File: src/rtl/mrx_pkg.sv
package mrx_pkg;
  typedef enum logic [1:0] {
    ST_IDLE = 2'd0,
    ST_HDR  = 2'd1,
    ST_DATA = 2'd2,
    ST_SKIP = 2'd3
  } mrx_state_e;
endpackage

File: src/rtl/mrx_env_edge.sv
module mrx_env_edge (
  input  logic clk_i,
  input  logic rst_ni,
  input  logic env_ni,
  output logic start_o,
  output logic stop_o
);
  logic env_q;

  always_ff @(posedge clk_i or negedge rst_ni) begin
    if (!rst_ni) env_q <= 1'b1;
    else         env_q <= env_ni;
  end

  assign start_o = env_q & ~env_ni;
  assign stop_o  = ~env_q & env_ni;
endmodule

File: src/rtl/mrx_hdr_match.sv
module mrx_hdr_match #(
  parameter int NUM_TGT = 8,
  localparam int ID_W = $clog2(NUM_TGT)
) (
  input  logic [NUM_TGT-1:0] map_i,
  input  logic [ID_W-1:0]    tgt_id_i,
  output logic               hit_o
);
  assign hit_o = map_i[tgt_id_i];
endmodule

File: src/rtl/mrx_out_reg.sv
module mrx_out_reg #(
  parameter int DATA_W = 32
) (
  input  logic              clk_i,
  input  logic              rst_ni,
  input  logic              load_i,
  input  logic [DATA_W-1:0] data_i,
  input  logic              ack_i,
  output logic [DATA_W-1:0] word_o,
  output logic              valid_o,
  output logic              busy_o
);
  always_ff @(posedge clk_i or negedge rst_ni) begin
    if (!rst_ni) begin
      word_o  <= '0;
      valid_o <= 1'b0;
    end else if (load_i) begin
      word_o  <= data_i;
      valid_o <= 1'b1;
    end else if (ack_i) begin
      valid_o <= 1'b0;
    end
  end

  assign busy_o = valid_o & ~ack_i;


  hold_until_ack_chk: assert property (@(posedge clk_i) disable iff (!rst_ni)
    valid_o && !ack_i |=> valid_o && $stable(word_o));
endmodule

File: src/rtl/msg_target_rx.sv
module msg_target_rx
  import mrx_pkg::*;
#(
  parameter int DATA_W  = 32,
  parameter int NUM_TGT = 8,
  localparam int ID_W = $clog2(NUM_TGT)
) (
  input  logic              clk_i,
  input  logic              rst_ni,
  input  logic [ID_W-1:0]   tgt_id_i,
  input  logic [DATA_W-1:0] bus_data_i,
  input  logic              env_ni,
  input  logic              irdy_i,
  input  logic              eof_ni,
  input  logic              word_ack_i,
  output logic              abort_no,
  output logic [DATA_W-1:0] word_o,
  output logic              word_valid_o,
  output logic              hdr_hit_o,
  output logic [DATA_W-1:0] stat_o,
  output logic              done_o,
  output logic              done_abort_o,
  output logic              done_eof_o
);
  mrx_state_e state_q;
  logic start, stop, hit, busy, load;
  logic hit_q, ab_q, eof_q;

  mrx_env_edge u_edge (
    .clk_i  (clk_i),
    .rst_ni (rst_ni),
    .env_ni (env_ni),
    .start_o(start),
    .stop_o (stop)
  );

  mrx_hdr_match #(.NUM_TGT(NUM_TGT)) u_match (
    .map_i   (bus_data_i[NUM_TGT-1:0]),
    .tgt_id_i(tgt_id_i),
    .hit_o   (hit)
  );

  // payload word: addressed, valid, not status, register free or emptying
  assign load = (state_q == ST_DATA) && !stop && irdy_i && eof_ni && !busy;

  mrx_out_reg #(.DATA_W(DATA_W)) u_out (
    .clk_i  (clk_i),
    .rst_ni (rst_ni),
    .load_i (load),
    .data_i (bus_data_i),
    .ack_i  (word_ack_i),
    .word_o (word_o),
    .valid_o(word_valid_o),
    .busy_o (busy)
  );

  always_ff @(posedge clk_i or negedge rst_ni) begin
    if (!rst_ni) begin
      state_q      <= ST_IDLE;
      hit_q        <= 1'b0;
      ab_q         <= 1'b0;
      eof_q        <= 1'b0;
      stat_o       <= '0;
      abort_no     <= 1'b1;
      done_o       <= 1'b0;
      done_abort_o <= 1'b0;
      done_eof_o   <= 1'b0;
    end else begin
      done_o   <= 1'b0;
      abort_no <= 1'b1;
      unique case (state_q)
        ST_IDLE: begin
          if (start) begin
            ab_q  <= 1'b0;
            eof_q <= 1'b0;
            if (irdy_i) begin
              hit_q   <= hit;
              state_q <= hit ? ST_DATA : ST_SKIP;
            end else begin
              state_q <= ST_HDR;
            end
          end
        end
        ST_HDR: begin
          if (stop) begin
            state_q <= ST_IDLE;
          end else if (irdy_i) begin
            hit_q   <= hit;
            state_q <= hit ? ST_DATA : ST_SKIP;
          end
        end
        ST_DATA: begin
          if (stop) begin
            done_o       <= 1'b1;
            done_abort_o <= ab_q;
            done_eof_o   <= eof_q;
            hit_q        <= 1'b0;
            state_q      <= ST_IDLE;
          end else if (irdy_i) begin
            if (!eof_ni) begin
              stat_o <= bus_data_i;
              eof_q  <= 1'b1;
            end else if (busy) begin
              abort_no <= 1'b0;
              ab_q     <= 1'b1;
              state_q  <= ST_SKIP;
            end
          end
        end
        ST_SKIP: begin
          if (stop) begin
            if (hit_q) begin
              done_o       <= 1'b1;
              done_abort_o <= ab_q;
              done_eof_o   <= eof_q;
            end
            hit_q   <= 1'b0;
            state_q <= ST_IDLE;
          end
        end
        default: state_q <= ST_IDLE;
      endcase
    end
  end

  assign hdr_hit_o = hit_q;


  abort_one_cycle_chk: assert property (@(posedge clk_i) disable iff (!rst_ni)
    !abort_no |=> abort_no);


  done_pulse_chk: assert property (@(posedge clk_i) disable iff (!rst_ni)
    done_o |=> !done_o);


  done_hit_clear_chk: assert property (@(posedge clk_i) disable iff (!rst_ni)
    done_o |-> !hdr_hit_o);


  load_needs_irdy_chk: assert property (@(posedge clk_i) disable iff (!rst_ni)
    $rose(word_valid_o) |-> $past(irdy_i));


  abort_keeps_word_chk: assert property (@(posedge clk_i) disable iff (!rst_ni)
    !abort_no |-> word_valid_o && $stable(word_o));
endmodule

File: config.mk
export PLATFORM = sky130hd
export DESIGN_NAME = msg_target_rx
export DESIGN_NICKNAME = d
export VERILOG_FILES = /design/src/rtl/mrx_pkg.sv /design/src/rtl/mrx_env_edge.sv /design/src/rtl/mrx_hdr_match.sv /design/src/rtl/mrx_out_reg.sv /design/src/rtl/msg_target_rx.sv
export SDC_FILE = /design/constraint.sdc
export NUM_CORES = 1
export LEC_CHECK = 0
export BUFFER_PORTS_ARGS = -buffer_cell sky130_fd_sc_hd__buf_2
export CORE_ASPECT_RATIO = 0.9
export CORE_MARGIN = 2
export CORE_UTILIZATION = 36
export CTS_CLUSTER_DIAMETER = 50
export DETAILED_ROUTE_END_ITERATION = 8
export GPL_ROUTABILITY_DRIVEN = 1
export PLACE_DENSITY = 0.58
export RECOVER_POWER = 25
export SLEW_MARGIN = 40
export SYNTH_ARGS = -nofsm -noshare
export SYNTH_HDL_FRONTEND = slang
export SYNTH_HIERARCHICAL = 1
export SYNTH_SLANG_ARGS = --single-unit
File: constraint.sdc
create_clock -name clk_i -period 2.7 [get_ports clk_i]
set_input_delay 0.405 -clock clk_i [delete_from_list [all_inputs] [get_ports clk_i]]
set_output_delay 0.405 -clock clk_i [all_outputs]
set_load 0.005 [all_outputs]
==> flow_metrics.env, run 1 <==
export IMPL_multiInputGateArea_um2=1160
export IMPL_path_cells="and2b_2 -> nand2b_2 -> nor4b_2 -> buf_4 -> mux2_2"
export IMPL_maxSlewViolCount=76
export IMPL_p_leak_nw=1.96
export IMPL_fin_cells=428
export IMPL_dp_hpwl_um=4410
export IMPL_violations="max-capacitance violations, max-slew violations"
export IMPL_seq_area_um2=1880
export IMPL_critPathSlowestCell="dfstp_2"
export IMPL_grt_pass1_vias=1946
export IMPL_grt_max_degree=76
export IMPL_wirelength_um=6360
export IMPL_port_buffers=110
export IMPL_dp_cells=412
export IMPL_overflow=0
export IMPL_maxCapViolCount=1
export IMPL_fin_nets=345
export IMPL_cts_max_level=3
export IMPL_setup_tns_ns=0
export IMPL_max_freq_mhz=454
export IMPL_ys_flop_type="dfrtp_1"
export IMPL_yosys_warnings=6
export IMPL_cts_resized=0
export IMPL_cts_sinks=75
export IMPL_fin_area_um2=4010
export IMPL_cp_top_family="simple AND/OR/NAND/NOR gates"
export IMPL_synth_edf_count=0
export IMPL_max_stage_delay_ns=0.52
export IMPL_grt_pass1_wl_um=10200
export IMPL_p_per_area_nw_per_um2=1100
export IMPL_clock_path_buffers=2
export IMPL_clock_root_buffer="clkbuf_8"
export IMPL_endpoint_kind="flop"
export IMPL_diodes=0
export IMPL_cts_setup_buffers=0
export IMPL_place_congestion=0.684
export IMPL_drt_first_pass_iters=4
export IMPL_vias_per_cell=4.51
export IMPL_io_pins=111
export IMPL_cts_inserted_buffers=9
export IMPL_cp_num_buf_inv=1
export IMPL_power_switching_w=0.00122
export IMPL_power_internal_w=0.00318
export IMPL_start_util_pct=36.9
export IMPL_syn_mean_instance_area_um2=16.8
export IMPL_clock_power_share_pct=23.5
export IMPL_ys_seq_elements=75
export IMPL_syn_area_um2=3150
export IMPL_worstSetupPathType="reg2reg"
export IMPL_arrival_ns=2.44
export IMPL_crit_path_start_kind="flop"
export IMPL_syn_inst=188
export IMPL_ir_worst_vdd_mv=0.496
export IMPL_ys_seq_area_share_pct=59.7
export IMPL_track_usage_pct=14.2
export IMPL_die_w_um=103
export IMPL_required_ns=2.93
export IMPL_die_y_um=92.8
export IMPL_clk_latency_ns=0.34
export IMPL_cts_hold_fix_buffers=0
export IMPL_fin_util_pct=47.0
export IMPL_yosysUniqueCellTypes=30
export IMPL_finalSetupViolations=0
export IMPL_dpl_cell_area_um2=3780
export IMPL_async_flop_share_pct=100
export IMPL_comb_power_share_pct=32.6
export IMPL_drc=0
export IMPL_slew_headroom_pct=-23.9
export IMPL_rsz0062_at_grt="false"
export IMPL_post_route_period_util_pct=81.7
export IMPL_swShare_pct=27.7
export IMPL_dr_total_vias=1931
export IMPL_path_max_fanout=22
export IMPL_hold_viol=0
export IMPL_wl_per_cell_um=14.9
export IMPL_cts_tree="built"
export IMPL_total_power_w=0.00440
export IMPL_path_clk_slew_ns=0.08
export IMPL_post_route_min_period_ns=2.21
export IMPL_placementRows=32
export IMPL_dieArea_um2=9520
export IMPL_status="complete, but fails checks"
export IMPL_core_um2=8530
export IMPL_area_growth_pct=27.3
export IMPL_top_regs="stat_o (32), u_out/word_o (32), state_q (2)"
export IMPL_fillers=796
export IMPL_first_iter_violations=45
export IMPL_finClkSkew_ns=0.00576
export IMPL_pwr_share_seq_pct=43.9
export IMPL_ant_nets=0
export IMPL_tightest_slew_ns=1.86
export IMPL_worstHoldPathType="in2reg"
export IMPL_antenna_found_initial=0
export IMPL_drive_above_1_share_pct=66.7
export IMPL_syn_nets=229
kinds of logic after synthesis:
family	count (synthesis)	share of synthesized area [%]
buffers and inverters	10	3.73
AO/OA/AOI/OAI	11	2.46
multiplexers	71	29.8
AND/OR/NAND/NOR	21	4.37
flip-flops	75	59.7
through the flow:
step / hold WS (ns) / setup slack, ns
6_report: 0.165 / 0.495
4_1_cts: 0.101 / 0.474
2_1_floorplan: 0.109 / 0.687
3_3_place_gp: 0.485 / 0.513
5_1_grt: 0.142 / 0.382
3_5_place_dp: 0.487 / 0.489
cells in the mapped netlist, drive strengths merged, types with 2 or more instances:
cell    number  share of area, %
dfstp        2               1.7
mux2        69                28
nand2b       6               1.3
buf          8               3.5
nand2        3              0.36
nor2         3              0.36
or2          2              0.40
dfrtp       73                58
mux4         2               1.7
a21oi        4              0.64
nor2b        2              0.40
worst paths after layout:
path / cells after the start / slack [ns] / endpoint / startpoint
worst min register to register: 1 / 0.50 / stat_o[19]$_DFFE_PN0P_ / stat_o[19]$_DFFE_PN0P_
max in group asynchronous: 1 / 1.03 / stat_o[1]$_DFFE_PN0P_ / rst_ni
worst min-delay path: 1 / 0.16 / u_edge/env_q$_DFF_PN1_ / env_ni
worst max register to register: 5 / 0.49 / u_out/word_o[28]$_DFFE_PN0P_ / u_edge/env_q$_DFF_PN1_
min in group asynchronous: 1 / 0.56 / stat_o[27]$_DFFE_PN0P_ / rst_ni
worst max-delay path: 5 / 0.49 / u_out/word_o[28]$_DFFE_PN0P_ / u_edge/env_q$_DFF_PN1_
cell type report:
class / count / share of cell area, %
multi-input combinational: 103 / 28.9
inverter: 1 / 0.0936
tap: 119 / 3.71
sequential: 75 / 46.8
clock inverter: 7 / 2.90
timing repair buffer: 114 / 14.4
clock buffer: 9 / 3.09
cell usage in the layout, fill, tap and decap left out, types with 3 or more instances in the layout:
| cell | netlist | layout |
|---|---|---|
| buf_2 | 1 | 108 |
| buf_4 | 0 | 4 |
| nand2b_1 | 5 | 5 |
| nor2_1 | 3 | 3 |
| nand2_1 | 3 | 3 |
| clkbuf_8 | 0 | 9 |
| a21oi_1 | 4 | 4 |
| dfrtp_1 | 73 | 73 |
| mux2_2 | 40 | 40 |
| mux2_4 | 29 | 29 |
| bufinv_16 | 0 | 3 |
metal layers:
| layer | wire [um] | share of wire [%] | track usage (%) |
|---|---|---|---|
| met5 | 0 | 0 | 0 |
| met3 | 391 | 6.1 | 5.81 |
| met2 | 3170 | 50 | 21.5 |
| met1 | 2730 | 43 | 18.8 |
| met4 | 61 | 0.96 | 4.00 |
power by group through the flow:
stage	logic [W]	clock network [W]	registers (W)
final	0.00143	0.00103	0.00193
after global routing	0.00157	0.00112	0.00201
after CTS	0.00147	0.00107	0.00194
after detailed placement	0.00147	0	0.00195
after global placement	0.00144	0	0.00194
after floorplan	0.000795	0	0.00195
No activity file was read; power rests on OpenSTA's default activity.
==> run 2: changes to the inputs <==
==> constraint.sdc (replaced) <==
create_clock -name clk_i -period 2.3 [get_ports clk_i]
set_input_delay 0.345 -clock clk_i [delete_from_list [all_inputs] [get_ports clk_i]]
set_output_delay 0.345 -clock clk_i [all_outputs]
set_load 0.005 [all_outputs]
==> run 2 against run 1 <==
  * The run now ends clean
  * Non-clock buffer count increased by 4
  * Register-to-register slack got worse by 0.37 ns
  * Global-route usage increased by 0.33 points
  * Routed wire length increased by 1.8%
  * Utilization about the same
  * Power increased by 13%
  * Worst hold slack got worse by 0.053 ns
  * Sequential share of layout area about the same
  * Maximum frequency increased by 1.3%
  * Sequential cell count unchanged
  * Final area about the same
  * Critical path type unchanged
==> flow_metrics.env, run 2 (synthesized netlist as in run 1, its figures left out) <==
export IMPL_rsz0062_at_grt="false"
export IMPL_finClkSkew_ns=0.00809
export IMPL_vias_per_cell=4.50
export IMPL_hold_viol=0
export IMPL_tightest_slew_ns=0.836
export IMPL_dp_hpwl_um=4700
export IMPL_port_buffers=110
export IMPL_die_w_um=103
export IMPL_path_clk_slew_ns=0.07
export IMPL_cts_sinks=75
export IMPL_endpoint_kind="flop"
export IMPL_fillers=783
export IMPL_io_pins=111
export IMPL_max_freq_mhz=460
export IMPL_max_stage_delay_ns=0.53
export IMPL_required_ns=2.53
export IMPL_crit_cells=5
export IMPL_status="completed"
export IMPL_top_regs="stat_o (32), u_out/word_o (32), state_q (2)"
export IMPL_total_power_w=0.00497
export IMPL_path_cells="and2b_2 -> nand2b_2 -> nor4b_2 -> buf_4 -> mux2_4"
export IMPL_cts_setup_buffers=0
export IMPL_r2r_end="u_out/word_o[9]$_DFFE_PN0P_"
export IMPL_mostFrequentLayoutCell="buf_2"
export IMPL_ir_worst_vdd_mv=0.566
export IMPL_grt_pass1_wl_um=10400
export IMPL_p_leak_nw=1.96
export IMPL_pwr_share_seq_pct=44.9
export IMPL_worstSetupEndpoint="u_out/word_o[9]$_DFFE_PN0P_"
export IMPL_drive_above_1_share_pct=66.3
export IMPL_wirelength_um=6470
export IMPL_clock_power_share_pct=20.0
export IMPL_wl_per_cell_um=15.0
export IMPL_core_um2=8530
export IMPL_finalSetupViolations=0
export IMPL_post_route_min_period_ns=2.18
export IMPL_diodes=0
export IMPL_die_y_um=92.8
export IMPL_grt_max_degree=43
export IMPL_maxCapViolCount=0
export IMPL_maxSlewViolCount=0
export IMPL_area_growth_pct=27.2
export IMPL_ant_nets=0
export IMPL_power_switching_w=0.00141
export IMPL_clock_path_buffers=2
export IMPL_comb_power_share_pct=35.0
export IMPL_dieArea_um2=9520
export IMPL_r2r_cells=5
export IMPL_placementRows=32
export IMPL_fin_util_pct=47.0
export IMPL_start_util_pct=36.9
export IMPL_grt_pass1_vias=1982
export IMPL_cp_num_buf_inv=1
export IMPL_cts_max_level=3
export IMPL_crit_path_start_kind="flop"
export IMPL_path_max_fanout=19
export IMPL_worstSetupPathType="reg2reg"
export IMPL_clk_latency_ns=0.34
export IMPL_dr_total_vias=1938
export IMPL_power_internal_w=0.00356
export IMPL_cts_inserted_buffers=9
export IMPL_fin_nets=349
export IMPL_drc=0
export IMPL_track_usage_pct=14.6
export IMPL_place_congestion=0.748
export IMPL_cts_tree="built"
export IMPL_arrival_ns=2.40
export IMPL_cp_top_family="simple AND/OR/NAND/NOR gates"
export IMPL_setup_tns_ns=0
export IMPL_regToRegSetupSlack_ns=0.12
export IMPL_critPathSlowestCell="dfstp_2"
export IMPL_worstHoldPathType="in2reg"
export IMPL_drt_first_pass_iters=4
export IMPL_hold_ws_ns=0.112
export IMPL_p_per_area_nw_per_um2=1240
export IMPL_swShare_pct=28.4
export IMPL_critPathLaunch="u_edge/env_q$_DFF_PN1_"
export IMPL_slew_headroom_pct=44.3
export IMPL_final_cell_mix="108 x buf_2, 73 x dfrtp_1, 40 x mux2_2, 29 x mux2_4, 10 x clkbuf_8"
export IMPL_first_iter_violations=45
export IMPL_cts_resized=0
export IMPL_cts_hold_fix_buffers=1
export IMPL_clock_root_buffer="clkbuf_8"
export IMPL_antenna_found_initial=0
export IMPL_r2r_start="u_edge/env_q$_DFF_PN1_"
export IMPL_overflow=0
export IMPL_post_route_period_util_pct=94.6
## run 2: cell count changes in the layout (fill, tap and decap cells not counted)
cell | before | now
buf_4 | 4 | 5
clkbuf_8 | 9 | 10
dlygate4sd3_1 | 0 | 1
clkinv_2 | 2 | 1
clkbuf_4 | 0 | 1
bufinv_16 | 3 | 1
clkbuf_1 | 1 | 2
buf_12 | 0 | 1
## run 2: final cells by class
cell class,count,area [um^2],share of cell area [%]
clock buffers,11,141,3.53
multi-input cells,103,1160,28.9
flip-flops and latches,75,1880,46.9
clock inverters,4,51.3,1.28
repair buffers,118,624,15.6
well taps,119,149,3.71
inverters,1,3.75,0.0936
## run 2: worst min-delay path by stage
stage | startpoint | to | slack [ns] | cells past startpoint
floorplan | rst_ni | ab_q$_DFFE_PN0P_ | 0.05 | 0
global placement | rst_ni | stat_o[27]$_DFFE_PN0P_ | 0.33 | 1
detailed placement | rst_ni | stat_o[27]$_DFFE_PN0P_ | 0.33 | 1
CTS | env_ni | u_edge/env_q$_DFF_PN1_ | 0.1 | 1
global route | env_ni | u_edge/env_q$_DFF_PN1_ | 0.10 | 1
finish | env_ni | u_edge/env_q$_DFF_PN1_ | 0.11 | 1
## run 2: power by group through the flow
stage | sequential [W] | combinational (W) | clock [W]
after floorplan | 0.00229 | 0.000934 | 0
after global placement | 0.00225 | 0.00174 | 0
after detailed placement | 0.00226 | 0.00178 | 0
after CTS | 0.00224 | 0.00179 | 0.00104
after global routing | 0.00232 | 0.00191 | 0.00110
final | 0.00224 | 0.00174 | 0.000997
## run 2: worst register-to-register path, cell delays in order (launching register included)
cell and delay [ns]:
dfstp_2 0.53, and2b_2 0.25, nand2b_2 0.25, nor4b_2 0.29
buf_4 0.40, mux2_4 0.35
## run 2: per-stage QoR
step / cell area [um^2] / std cells / setup slack [ns]
2_1_floorplan: 3150 / 188 / 0.287
3_3_place_gp: 3820 / 415 / 0.189
3_5_place_dp: 3820 / 415 / 0.113
4_1_cts: 4030 / 431 / 0.102
5_1_grt: 4010 / 431 / 0.0117
6_report: 4010 / 431 / 0.124
## run 2: metal layers
metal	GRT usage, %	share of wire (%)	vias to the layer above
met5	0	0	-
met4	4.33	0.68	0
met3	5.58	6.4	2
met2	22.0	49	59
met1	19.4	44	967
li1	-	-	910
==> run 3: changes to the inputs <==
--- a/config.mk
+++ b/config.mk
@@ -6,13 +6,15 @@
 export NUM_CORES = 1
 export LEC_CHECK = 0
 export BUFFER_PORTS_ARGS = -buffer_cell sky130_fd_sc_hd__buf_2
+export CELL_PAD_IN_SITES_DETAIL_PLACEMENT = 1
+export CELL_PAD_IN_SITES_GLOBAL_PLACEMENT = 1
 export CORE_ASPECT_RATIO = 0.9
 export CORE_MARGIN = 2
 export CORE_UTILIZATION = 36
 export CTS_CLUSTER_DIAMETER = 50
 export DETAILED_ROUTE_END_ITERATION = 8
 export GPL_ROUTABILITY_DRIVEN = 1
-export PLACE_DENSITY = 0.58
+export PLACE_DENSITY = 0.7
 export RECOVER_POWER = 25
 export SLEW_MARGIN = 40
 export SYNTH_ARGS = -nofsm -noshare
==> run 3 against run 2 <==
  * Final cell count unchanged
  * Final area up 1.3%
  * Largest cell class unchanged
  * Critical path depth unchanged
  * Critical path type unchanged
  * Non-clock buffer count down 1
==> flow_metrics.env, run 3 (synthesized netlist as in run 1, its figures left out) <==
export IMPL_dr_total_vias=1976
export IMPL_grt_pass1_wl_um=11300
export IMPL_overflow=0
export IMPL_drive_above_1_share_pct=67.0
export IMPL_maxCapViolCount=0
export IMPL_maxSlewViolCount=0
export IMPL_hold_ws_ns=0.123
export IMPL_post_place_ws_ns=0.116
export IMPL_r2r_start="u_edge/env_q$_DFF_PN1_"
export IMPL_clock_root_buffer="clkbuf_8"
export IMPL_p_per_area_nw_per_um2=1320
export IMPL_post_route_period_util_pct=95.1
export IMPL_cts_inserted_buffers=9
export IMPL_finalSetupViolations=0
export IMPL_power_internal_w=0.00387
export IMPL_dieArea_um2=9520
export IMPL_max_freq_mhz=457
export IMPL_cts_max_level=3
export IMPL_first_iter_violations=18
export IMPL_regToRegSetupSlack_ns=0.11
export IMPL_cts_resized=0
export IMPL_dp_cells=415
export IMPL_ir_worst_vdd_mv=0.489
export IMPL_min_from="env_ni"
export IMPL_mostFrequentLayoutCell="buf_2"
export IMPL_fin_cells=431
export IMPL_drt_first_pass_iters=4
export IMPL_setup_tns_ns=0
export IMPL_fin_area_um2=4060
export IMPL_die_y_um=92.8
export IMPL_diodes=0
export IMPL_clock_path_buffers=2
export IMPL_worstSetupPathType="reg2reg"
export IMPL_cts_hold_fix_buffers=0
export IMPL_grt_pass1_vias=2183
export IMPL_fin_nets=348
export IMPL_hold_viol=0
export IMPL_wirelength_um=7060
export IMPL_path_clk_slew_ns=0.08
export IMPL_antenna_found_initial=0
export IMPL_p_leak_nw=1.99
export IMPL_comb_power_share_pct=33.0
export IMPL_top_regs="stat_o (32), u_out/word_o (32), state_q (2)"
export IMPL_r2r_cells=5
export IMPL_post_route_min_period_ns=2.19
export IMPL_dp_hpwl_um=5110
export IMPL_grt_max_degree=60
export IMPL_wl_per_cell_um=16.4
export IMPL_cp_num_buf_inv=1
export IMPL_max_stage_delay_ns=0.53
export IMPL_power_switching_w=0.00147
export IMPL_cts_tree="built"
export IMPL_core_um2=8530
export IMPL_finClkSkew_ns=0.00472
export IMPL_pwr_share_seq_pct=42.1
export IMPL_vias_per_cell=4.58
export IMPL_io_pins=111
export IMPL_cts_setup_buffers=0
export IMPL_port_buffers=110
export IMPL_ant_nets=0
export IMPL_area_growth_pct=28.9
export IMPL_start_util_pct=36.9
export IMPL_required_ns=2.52
export IMPL_status="completed"
export IMPL_worstHoldPathType="in2reg"
export IMPL_drc=0
export IMPL_place_congestion=0.775
export IMPL_arrival_ns=2.41
export IMPL_r2r_end="u_out/word_o[14]$_DFFE_PN0P_"
export IMPL_clk_latency_ns=0.34
export IMPL_track_usage_pct=15.8
export IMPL_crit_path_start_kind="flop"
export IMPL_slew_headroom_pct=1.92
export IMPL_cts_sinks=75
export IMPL_swShare_pct=27.6
export IMPL_endpoint_kind="flop"
export IMPL_dpl_cell_area_um2=3800
export IMPL_finalWorstSetupSlack_ns=0.113
export IMPL_tightest_slew_ns=1.47
export IMPL_path_cells="and2b_2 -> nand2b_2 -> nor4b_2 -> buf_4 -> mux2_4"
export IMPL_cp_top_family="simple AND/OR/NAND/NOR gates"
export IMPL_final_cell_mix="109 x buf_2, 73 x dfrtp_1, 40 x mux2_2, 29 x mux2_4, 9 x clkbuf_8"
export IMPL_rsz0062_at_grt="true"
export IMPL_clock_power_share_pct=24.9
export IMPL_critPathSlowestCell="dfstp_2"
export IMPL_path_max_fanout=19
export IMPL_placementRows=32
export IMPL_hold_end="u_edge/env_q$_DFF_PN1_"
export IMPL_worstHoldPathCells=1
export IMPL_die_w_um=103
## run 3: worst max path at each step
stage / from / end / slack, ns / cells after the start
2_1_floorplan: u_edge/env_q$_DFF_PN1_ / u_out/word_o[0]$_DFFE_PN0P_ / 0.29 / 6
3_3_place_gp: u_edge/env_q$_DFF_PN1_ / u_out/word_o[17]$_DFFE_PN0P_ / 0.19 / 5
3_5_place_dp: u_edge/env_q$_DFF_PN1_ / u_out/word_o[18]$_DFFE_PN0P_ / 0.12 / 5
4_1_cts: u_edge/env_q$_DFF_PN1_ / u_out/word_o[14]$_DFFE_PN0P_ / 0.09 / 5
5_1_grt: u_edge/env_q$_DFF_PN1_ / u_out/word_o[14]$_DFFE_PN0P_ / -0.01 / 5
6_report: u_edge/env_q$_DFF_PN1_ / u_out/word_o[14]$_DFFE_PN0P_ / 0.11 / 5
## run 3: per-layer routing
metal	routed length (um)	track usage, %
met3	363	5.51
met5	0	0
met2	3630	26.9
met1	2990	18.7
met4	87	5.00
## run 3: layout make-up
cell class	count	area [um^2]
Fill cell	902	4470
Sequential cell	75	1880
Tap cell	119	149
Timing Repair Buffer	117	603
Inverter	1	3.75
Multi-Input combinational cell	103	1160
Clock buffer	10	128
Clock inverter	6	138
## run 3: power groups by stage
| stage | clock, W | sequential (W) | combinational [W] |
|---|---|---|---|
| 5_1_grt | 0.00143 | 0.00234 | 0.00192 |
| 3_3_place_gp | 0 | 0.00225 | 0.00175 |
| 4_1_cts | 0.00138 | 0.00226 | 0.00181 |
| 6_report | 0.00133 | 0.00225 | 0.00176 |
| 2_1_floorplan | 0 | 0.00229 | 0.000934 |
| 3_5_place_dp | 0 | 0.00227 | 0.00180 |
## run 3: worst reg2reg max path: stages, from the launching register on
cell and delay (ns):
dfstp_2 0.53, and2b_2 0.25, nand2b_2 0.25, nor4b_2 0.29
buf_4 0.40, mux2_4 0.35
## run 3: metrics by stage
step / total power, W / util (%)
after floorplan: 0.00323 / -
after CTS: 0.00545 / 47.6
after global routing: 0.00570 / 47.6
final: 0.00534 / 47.6
after detailed placement: 0.00407 / 44.5
after global placement: 0.00399 / 44.5
